File: config.mk
export PLATFORM = sky130hd
export DESIGN_NAME = pt_walker3
export DESIGN_NICKNAME = d
export VERILOG_FILES = /design/src/rtl/pt_walk_pkg.sv /design/src/rtl/ptw_addr_gen.sv /design/src/rtl/ptw_pte_classify.sv /design/src/rtl/pt_walker3.sv
export SDC_FILE = /design/constraint.sdc
export NUM_CORES = 1
export LEC_CHECK = 0
export BUFFER_PORTS_ARGS = -buffer_cell sky130_fd_sc_hd__buf_2
export CAP_MARGIN = 20
export CORE_UTILIZATION = 25
export CTS_CLUSTER_SIZE = 30
export DETAILED_ROUTE_END_ITERATION = 8
export MAX_ROUTING_LAYER = met4
export SYNTH_ARGS = -nofsm -noshare
export SYNTH_HDL_FRONTEND = slang
export SYNTH_HIERARCHICAL = 1
export SYNTH_SLANG_ARGS = --single-unit
File: constraint.sdc
create_clock -name clk -period 6.75 [get_ports clk]
set_input_delay 0.675 -clock clk [delete_from_list [all_inputs] [get_ports clk]]
set_output_delay 0.675 -clock clk [all_outputs]
set_load 0.005 [all_outputs]
File: src/rtl/pt_walk_pkg.sv
`timescale 1ns/1ps
package pt_walk_pkg;
  typedef enum logic [1:0] {
    WS_IDLE,
    WS_FETCH,
    WS_RESP
  } walk_st_e;

  typedef enum logic [1:0] {
    PK_BAD,
    PK_PTR,
    PK_LEAF
  } pte_kind_e;
endpackage

File: src/rtl/ptw_addr_gen.sv
`timescale 1ns/1ps
module ptw_addr_gen #(
  parameter int IDX_W  = 9,
  parameter int LEVELS = 3,
  parameter int PPN_W  = 44,
  parameter int OFF_W  = 12,
  localparam int VPN_W = IDX_W * LEVELS,
  localparam int LVL_W = $clog2(LEVELS)
) (
  input  logic [VPN_W-1:0]       vpn,
  input  logic [LVL_W-1:0]       lvl,
  input  logic [PPN_W-1:0]       base,
  output logic [PPN_W+OFF_W-1:0] addr
);
  localparam int SCALE_W = OFF_W - IDX_W;

  logic [IDX_W-1:0] idx_arr [LEVELS];

  for (genvar l = 0; l < LEVELS; l++) begin : g_slice
    assign idx_arr[l] = vpn[l*IDX_W +: IDX_W];
  end

  assign addr = {base, idx_arr[lvl], {SCALE_W{1'b0}}};
endmodule

File: src/rtl/ptw_pte_classify.sv
`timescale 1ns/1ps
module ptw_pte_classify
  import pt_walk_pkg::*;
#(
  parameter int PTE_W = 64,
  parameter int PPN_W = 44,
  parameter int FLG_W = 10
) (
  input  logic [PTE_W-1:0] pte,
  output pte_kind_e        kind,
  output logic [PPN_W-1:0] ppn,
  output logic [FLG_W-1:0] flags
);
  localparam int RSV_LSB = FLG_W + PPN_W;

  logic v_b, r_b, w_b, x_b, rsv_set;

  assign v_b     = pte[0];
  assign r_b     = pte[1];
  assign w_b     = pte[2];
  assign x_b     = pte[3];
  assign rsv_set = |pte[PTE_W-1:RSV_LSB];
  assign ppn     = pte[RSV_LSB-1:FLG_W];
  assign flags   = pte[FLG_W-1:0];

  always_comb begin
    if (!v_b || rsv_set || (w_b && !r_b)) kind = PK_BAD;
    else if (r_b || x_b)                  kind = PK_LEAF;
    else                                  kind = PK_PTR;
  end
endmodule

File: src/rtl/pt_walker3.sv
`timescale 1ns/1ps
module pt_walker3
  import pt_walk_pkg::*;
#(
  parameter int VA_W   = 64,
  parameter int PA_W   = 56,
  parameter int PTE_W  = 64,
  parameter int IDX_W  = 9,
  parameter int LEVELS = 3,
  parameter int OFF_W  = 12,
  parameter int FLG_W  = 10,
  parameter int ACC_W  = 2
) (
  input  logic             clk,
  input  logic             rst,
  input  logic             req_valid,
  output logic             req_ready,
  input  logic [VA_W-1:0]  req_va,
  input  logic [ACC_W-1:0] req_acc,
  input  logic [PA_W-OFF_W-1:0] root_ppn,
  output logic             mem_req_valid,
  input  logic             mem_req_ready,
  output logic [PA_W-1:0]  mem_req_addr,
  input  logic             mem_rsp_valid,
  input  logic [PTE_W-1:0] mem_rsp_data,
  output logic             resp_valid,
  output logic             resp_fault,
  output logic [PA_W-1:0]  resp_pa,
  output logic [FLG_W-1:0] resp_flags,
  output logic [ACC_W-1:0] resp_acc
);
  localparam int PPN_W = PA_W - OFF_W;
  localparam int VPN_W = IDX_W * LEVELS;
  localparam int XL_W  = OFF_W + VPN_W;
  localparam int LVL_W = $clog2(LEVELS);
  localparam int HI_W  = VA_W - XL_W + 1;

  walk_st_e         st_q;
  logic [LVL_W-1:0] lvl_q;
  logic [XL_W-1:0]  va_q;

  logic [VPN_W-1:0] walk_vpn;
  logic [LVL_W-1:0] next_lvl;
  logic [PPN_W-1:0] next_base;
  logic [PA_W-1:0]  next_addr;
  logic [HI_W-1:0]  va_hi;
  logic             canon;
  logic             last;
  logic             pte_fault;
  pte_kind_e        pte_kind;
  logic [PPN_W-1:0] pte_ppn;
  logic [FLG_W-1:0] pte_flags;

  assign req_ready = (st_q == WS_IDLE);
  assign va_hi     = req_va[VA_W-1:XL_W-1];
  assign canon     = (&va_hi) || !(|va_hi);
  assign last      = (lvl_q == '0);
  assign walk_vpn  = (st_q == WS_IDLE) ? req_va[XL_W-1:OFF_W] : va_q[XL_W-1:OFF_W];
  assign next_lvl  = (st_q == WS_IDLE) ? LVL_W'(LEVELS-1) : LVL_W'(lvl_q - 1'b1);
  assign next_base = (st_q == WS_IDLE) ? root_ppn : pte_ppn;
  assign pte_fault = (pte_kind == PK_BAD) ||
                     (pte_kind == PK_LEAF && !last) ||
                     (pte_kind == PK_PTR && last);

  ptw_addr_gen #(
    .IDX_W(IDX_W), .LEVELS(LEVELS), .PPN_W(PPN_W), .OFF_W(OFF_W)
  ) u_addr (
    .vpn(walk_vpn), .lvl(next_lvl), .base(next_base), .addr(next_addr)
  );

  ptw_pte_classify #(
    .PTE_W(PTE_W), .PPN_W(PPN_W), .FLG_W(FLG_W)
  ) u_cls (
    .pte(mem_rsp_data), .kind(pte_kind), .ppn(pte_ppn), .flags(pte_flags)
  );

  always_ff @(posedge clk) begin
    if (rst) begin
      st_q          <= WS_IDLE;
      lvl_q         <= '0;
      va_q          <= '0;
      mem_req_valid <= 1'b0;
      mem_req_addr  <= '0;
      resp_valid    <= 1'b0;
      resp_fault    <= 1'b0;
      resp_pa       <= '0;
      resp_flags    <= '0;
      resp_acc      <= '0;
    end else begin
      case (st_q)
        WS_IDLE: begin
          if (req_valid) begin
            va_q     <= req_va[XL_W-1:0];
            resp_acc <= req_acc;
            if (!canon) begin
              st_q       <= WS_RESP;
              resp_valid <= 1'b1;
              resp_fault <= 1'b1;
              resp_pa    <= '0;
              resp_flags <= '0;
            end else begin
              st_q          <= WS_FETCH;
              lvl_q         <= next_lvl;
              mem_req_valid <= 1'b1;
              mem_req_addr  <= next_addr;
            end
          end
        end
        WS_FETCH: begin
          if (mem_req_valid) begin
            if (mem_req_ready) mem_req_valid <= 1'b0;
          end else if (mem_rsp_valid) begin
            if (pte_fault) begin
              st_q       <= WS_RESP;
              resp_valid <= 1'b1;
              resp_fault <= 1'b1;
              resp_pa    <= '0;
              resp_flags <= '0;
            end else if (pte_kind == PK_LEAF) begin
              st_q       <= WS_RESP;
              resp_valid <= 1'b1;
              resp_fault <= 1'b0;
              resp_pa    <= {pte_ppn, va_q[OFF_W-1:0]};
              resp_flags <= pte_flags;
            end else begin
              lvl_q         <= next_lvl;
              mem_req_valid <= 1'b1;
              mem_req_addr  <= next_addr;
            end
          end
        end
        default: begin
          resp_valid <= 1'b0;
          st_q       <= WS_IDLE;
        end
      endcase
    end
  end
endmodule

## Yosys cells after proc, flatten, opt, wreduce, memory -nomap -nowiden

Cells that the tools add are included.

| cells by class | value |
|---|---|
| magnitude comparators | 1 |
| bitwise operators | 1 |
| add/subtract/negate cells | 1 |
| reductions and logical operators | 26 |
| equality and inequality tests | 11 |
| muxes and demuxes | 63 |

Operators with widths:

| cell | number |
|---|---|
| $mux W56 | 12 |
| $pmux W56 S2 | 2 |
| $mux W10 | 6 |
| $mux W44 | 1 |
| $mux W2 | 15 |
| $mux W27 | 1 |
| $reduce_and A26 Y1 | 1 |
| $reduce_or A26 Y1 | 1 |
| $pmux W10 S2 | 1 |
| $bmux W9 S2 | 1 |
| $mux W9 | 2 |
| $mux W1 | 17 |
| $ne A2 B2 Y1 const B | 6 |
| $reduce_or A10 Y1 | 1 |
| $pmux W2 S2 | 2 |
| $reduce_and A7 Y1 | 1 |
| $logic_not A2 Y1 | 3 |
| $logic_or A1 B1 Y1 | 6 |
| $pmux W1 S2 | 3 |
| $reduce_and A6 Y1 | 1 |
| $reduce_and A5 Y1 | 1 |
| $eq A2 B1 Y1 const B | 2 |
| $logic_not A1 Y1 | 4 |
| $reduce_and A4 Y1 | 1 |
| other kinds (10) | 12 |

| storage, ports and cells | value |
|---|---|
| input port bits | 179 |
| flip-flop bits (word level) | 170 |
| output and inout bits | 128 |
| word-level logic and storage cells | 113 |

## Longest topological paths before layout

| logic depth | value |
|---|---|
| depth after elaboration | 12 |
| mapped depth | 12 |
| gate-level depth less buffers | 8 |

## Modules after synthesis

The synthesis kept the hierarchy.

By module, submodules not included:

| module | cells each | seq. area each (µm²) | area an instance (µm²) | times used |
|---|---|---|---|---|
| pt_walker3 | 1018 | 3403.3 | 7587.3 | 1 |
| ptw_addr_gen | 70 | 0.0 | 576.8 | 1 |
| ptw_pte_classify | 62 | 0.0 | 466.7 | 1 |

## Worst setup path before layout

No wires, ideal clock.

| timing | value |
|---|---|
| kind | input to register |
| start | in mem_rsp_data[56] |
| end | reg resp_valid |
| data arrival time | 2.690 ns |
| path buffers | 2 |
| data required time | 6.635 ns |
| setup slack | 3.946 ns |
| cell stages on the path | 9 |
| setup time | 0.115 ns |
| path through | or4_1 > a2111oi_2 > nor2b_1 > o21ai_1 > o21ai_0 > o21a_1 > buf_2 > buf_4 > o21a_1 |

| between the ends | value |
|---|---|
| longest elaborated chain between the ends | 12 |
| elaborated cells between the ends (all ways) | 17 |
| classes of those cells | eq/ne (3); mux (5); reduce/logical (9) |

RTL lines:

| what | RTL line | source |
|---|---|---|
| start: declaration | pt_walker3.sv:25 | `input logic [PTE_W-1:0] mem_rsp_data,` |
| $reduce_or A10 Y1 (*) | ptw_pte_classify.sv:22 | `assign rsv_set = \|pte[PTE_W-1:RSV_LSB];` |
| $logic_or A1 B1 Y1 (*) (2 in series) | ptw_pte_classify.sv:27 | `if (!v_b \|\| rsv_set \|\| (w_b && !r_b)) kind = PK_BAD;` |
| $mux W2 (*) | ptw_pte_classify.sv:27 |  |
| named net pte_kind[1] | pt_walker3.sv:50 | `pte_kind_e pte_kind;` |
| $eq A2 B2 Y1 | pt_walker3.sv:62, pt_walker3.sv:119 |  |
| $logic_and A1 B1 Y1 | pt_walker3.sv:62 | `(pte_kind == PK_LEAF && !last) \|\|` |
| $logic_or A1 B1 Y1 | pt_walker3.sv:61 | `assign pte_fault = (pte_kind == PK_BAD) \|\|` |
| $logic_or A1 B1 Y1 | pt_walker3.sv:62 |  |
| $mux W1 | pt_walker3.sv:113 | `if (pte_fault) begin` |
| $mux W1 | pt_walker3.sv:112 | `end else if (mem_rsp_valid) begin` |
| $mux W1 | pt_walker3.sv:110 | `if (mem_req_valid) begin` |
| $pmux W1 S2 | pt_walker3.sv:90 | `case (st_q)` |
| end signal: assignment | pt_walker3.sv:97 | `resp_valid <= 1'b1;` |
| end signal: assignment | pt_walker3.sv:115 | `resp_valid <= 1'b1;` |
| end signal: assignment | pt_walker3.sv:121 | `resp_valid <= 1'b1;` |
| end: declaration | pt_walker3.sv:26 | `output logic resp_valid,` |

Mark *: on every way through the listed nets, which the timed path passes. The rest lies on a longest branch. The select of a mux whose other input is x is not followed.
A chain may end at the register's enable or synchronous reset.

## Worst setup path after layout

| timing | value |
|---|---|
| start | reg st_q[0] |
| end | reg mem_req_addr[36] |

| between the ends | value |
|---|---|
| longest elaborated chain between the ends | 7 |
| elaborated cells between the ends (all ways) | 18 |
| classes of those cells | eq/ne (7); mux (8); reduce/logical (3) |

RTL lines:

| what | RTL line | source |
|---|---|---|
| start: declaration | pt_walker3.sv:38 | `walk_st_e st_q;` |
| start signal: assignment | pt_walker3.sv:79 | `st_q <= WS_IDLE;` |
| start signal: assignment | pt_walker3.sv:96 | `st_q <= WS_RESP;` |
| start signal: assignment | pt_walker3.sv:102 | `st_q <= WS_FETCH;` |
| $logic_not A2 Y1 | pt_walker3.sv:60, pt_walker3.sv:90 |  |
| $mux W44 | pt_walker3.sv:60 | `assign next_base = (st_q == WS_IDLE) ? root_ppn : pte_ppn;` |
| $mux W56 | pt_walker3.sv:119 | `end else if (pte_kind == PK_LEAF) begin` |
| $mux W56 | pt_walker3.sv:113 |  |
| $mux W56 | pt_walker3.sv:112 |  |
| $mux W56 | pt_walker3.sv:110 |  |
| $pmux W56 S2 | pt_walker3.sv:90 |  |
| end signal: assignment | pt_walker3.sv:105 | `mem_req_addr <= next_addr;` |
| end signal: assignment | pt_walker3.sv:128 | `mem_req_addr <= next_addr;` |
| end: declaration | pt_walker3.sv:23 | `output logic [PA_W-1:0] mem_req_addr,` |

Several ways; a longest one is shown, not always the timed one. The select of a mux whose other input is x is not followed.

==> results.json <==
{
  "gp_congestion": 0.809,
  "dp_hpwl_um": 17300,
  "power_leakage_uw": 0.00495,
  "p_total_uw": 2430,
  "crit_cells": 8,
  "crit_slowest_cell": "buf_4",
  "io_buffer_count": 306,
  "rr_worst_depth": 8,
  "ctsHoldBuffers": 0,
  "holdCritPathClass": "register to register",
  "powerDensity_mw_per_mm2": 237,
  "path_cells": "or2_2, inv_2, buf_4, nand2_1, buf_4, o21a_4, buf_4, mux2i_1",
  "max_stage_delay_ns": 0.65,
  "die_h_um": 188,
  "clk_pin_slew_ns": 0.07,
  "post_cts_buffers": 0,
  "grtUsageTotal_pct": 14.7,
  "ys_async_sr_fraction_pct": 0,
  "clkLatencyLatePin_ns": 0.44,
  "finClkSkew_ns": 0.00899,
  "endpoint_kind": "register",
  "detail-route-antenna-nets": 0,
  "drt_iter0_drc": 323,
  "r2r_setup_slack_ns": 3.68,
  "overflow": 0,
  "fp-row-count": 67,
  "reg2reg_to": "mem_req_addr[36]",
  "final_common_cell": "nand2_1",
  "finalMaxSlewViolations": 0,
  "ys.flop_type": "dfxtp_1",
  "path_delay_family": "buffers and inverters",
  "wl_um": 25500,
  "drive_gt1_share_pct": 27.1,
  "cts_buffer_depth": 2,
  "drc": 0,
  "finalHoldViolations": 0,
  "outcome": "complete, no violations",
  "via_count": 8028,
  "synthToLayoutAreaGrowth_pct": 19.2,
  "grt_max_degree": 100,
  "ys_ff_latch": 170,
  "wire_per_inst_um": 14.5,
  "r2r-start": "st_q[0]",
  "ys.warnings.count": 6,
  "grt_pass1_wl_um": 40000,
  "postCtsResizedCells": 0,
  "dieArea_mm2": 0.0353,
  "crit_arrival_ns": 3.43,
  "p_clk_share_pct": 42.5,
  "io_pins": 307,
  "fin_crit_ns": 3.07,
  "cts-root-buf": "clkbuf_16",
  "max_freq_ghz": 0.326,
  "start_util_pct": 25.5,
  "cp.buffers_inverters": 4,
  "fin_crit_sh_pct": 45.5,
  "placed_cells_incl_taps": 1728,
  "ys_seq_area_share_pct": 39.4,
  "synthDistinctLibCells": 40,
  "avgSynthCellArea_um2": 7.51,
  "first_global_vias": 7417,
  "dpl_cell_area_mm2": 0.00968,
  "crit_path_end": "mem_req_addr[36]",
  "crit_path_start_kind": "register",
  "grt_setup_unrepaired": "false",
  "core-area_mm2": 0.0338,
  "synth.cell_area_mm2": 0.00863,
  "crit_required_ns": 7.11,
  "fin_tns_setup_ns": 0,
  "crit_fanout": 76,
  "antenna_found_initial": 1,
  "fin_nets": 1479,
  "cts_max_level": 4,
  "seq_area_mm2": 0.00340,
  "whs_ns": 0.454,
  "cap_violations": 0,
  "p_int_uw": 1750,
  "synth-edff-count": 0,
  "cp_common_cell": "buf_4",
  "dr.pass1.iters": 5,
  "p_sw_uw": 684,
  "die_width_um": 188,
  "slew_headroom_pct": 30.8,
  "seqPwrFrac_pct": 42.5,
  "vdd_drop_max_v": 0.000177,
  "p_comb_share_pct": 14.9,
  "final_cell_mix": "nand2_1, buf_2, a21oi_1",
  "setup_viol": 0,
  "path_class": "register to register",
  "stdcell_count": 1761,
  "multi_input_area_mm2": 0.00406,
  "fin_area_mm2": 0.0103,
  "viasPerCell": 4.56,
  "numCtsBuffers": 17,
  "netSwitchingFraction_pct": 28.1,
  "cts_tree": "built",
  "crit_start": "st_q[0]",
  "syn_inst": 1150,
  "fill_cells": 3649,
  "clock-sinks": 170,
  "tightest_slew_ns": 1.04
}
how the worst min path moves through the flow:
stage | start | endpoint | cells past startpoint
floorplan | va_q[12] | va_q[12] | 2
global placement | mem_req_addr[33] | mem_req_addr[33] | 2
detailed placement | va_q[29] | va_q[29] | 2
CTS | req_va[9] | va_q[9] | 3
global route | req_va[15] | va_q[15] | 3
finish | va_q[28] | va_q[28] | 2
tightest hold or removal path, cell delays in order, from the launching register on:
cell,delay (ns)
dfxtp_1,0.31
nand2_1,0.05
a21oi_1,0.05
power groups by stage:
| stage | sequential, uW | clock (uW) | combinational (uW) |
|---|---|---|---|
| 2_1_floorplan | 1060 | 0 | 315 |
| 3_3_place_gp | 1060 | 0 | 363 |
| 3_5_place_dp | 1060 | 0 | 366 |
| 4_1_cts | 1030 | 1070 | 368 |
| 5_1_grt | 1040 | 1120 | 411 |
| 6_report | 1040 | 1030 | 363 |
layout make-up:
type                       count  area share (%)
antenna                        1          0.0243
clock buffer                  23            4.55
clock inverter                 9            1.35
inverter                       7           0.280
multi-input combinational    785            39.5
sequential                   170            33.1
tap                          448            5.45
timing repair buffer         318            15.8
cells in the mapped netlist, drive strengths merged, types with 2 or more instances:
master	n	area, um2
dfxtp	170	3400
o21a	4	30.0
nand4	7	43.8
nor2b	3	26.3
a211oi	66	495
o21ai	2	10.0
o2bb2ai	9	78.8
nor2	8	30.0
or3	2	12.5
nand3	2	10.0
inv	6	22.5
nand2	412	1550
a21oi	175	876
buf	124	911
mux2i	66	661
clkbuf	66	248
nor3	4	20.0
and2	2	12.5
nor4	9	71.3
cells by family (layout without fill, tap and decap cells):
family / count (synthesis) / count (layout) / share of synthesized area [%]
adders and majority gates: 1 / 1 / 0.145
DFF: 170 / 170 / 39.4
buffers and inverters: 197 / 357 / 13.7
other: 1 / 4 / 0.0434
AOI/OAI and AO/OA: 261 / 261 / 18.0
muxes: 67 / 67 / 7.78
and+or+nand+nor: 453 / 453 / 20.9
registers in the layout, indices dropped and copies added, names as in the netlist:
register / count
st_q: 2
resp_acc: 2
mem_req_valid: 1
resp_valid: 1
va_q: 39
lvl_q: 2
resp_flags: 10
mem_req_addr: 56
resp_fault: 1
resp_pa: 56
stage by stage:
step	setup WS, ns	utilization (%)
after global routing	3.42	30.4
after floorplan	3.95	-
final	3.68	30.4
after detailed placement	3.30	28.6
after global placement	3.25	28.6
after CTS	3.64	30.4
layer usage:
| metal | GRT usage, % | wire length [um] | vias up |
|---|---|---|---|
| li1 | - | - | 4048 |
| met1 | 17.4 | 11300 | 3694 |
| met2 | 24.1 | 12200 | 262 |
| met3 | 4.32 | 1620 | 24 |
| met4 | 4.25 | 398 | 0 |
| met5 | - | 0 | - |
No activity file was read; power rests on OpenSTA's default activity.
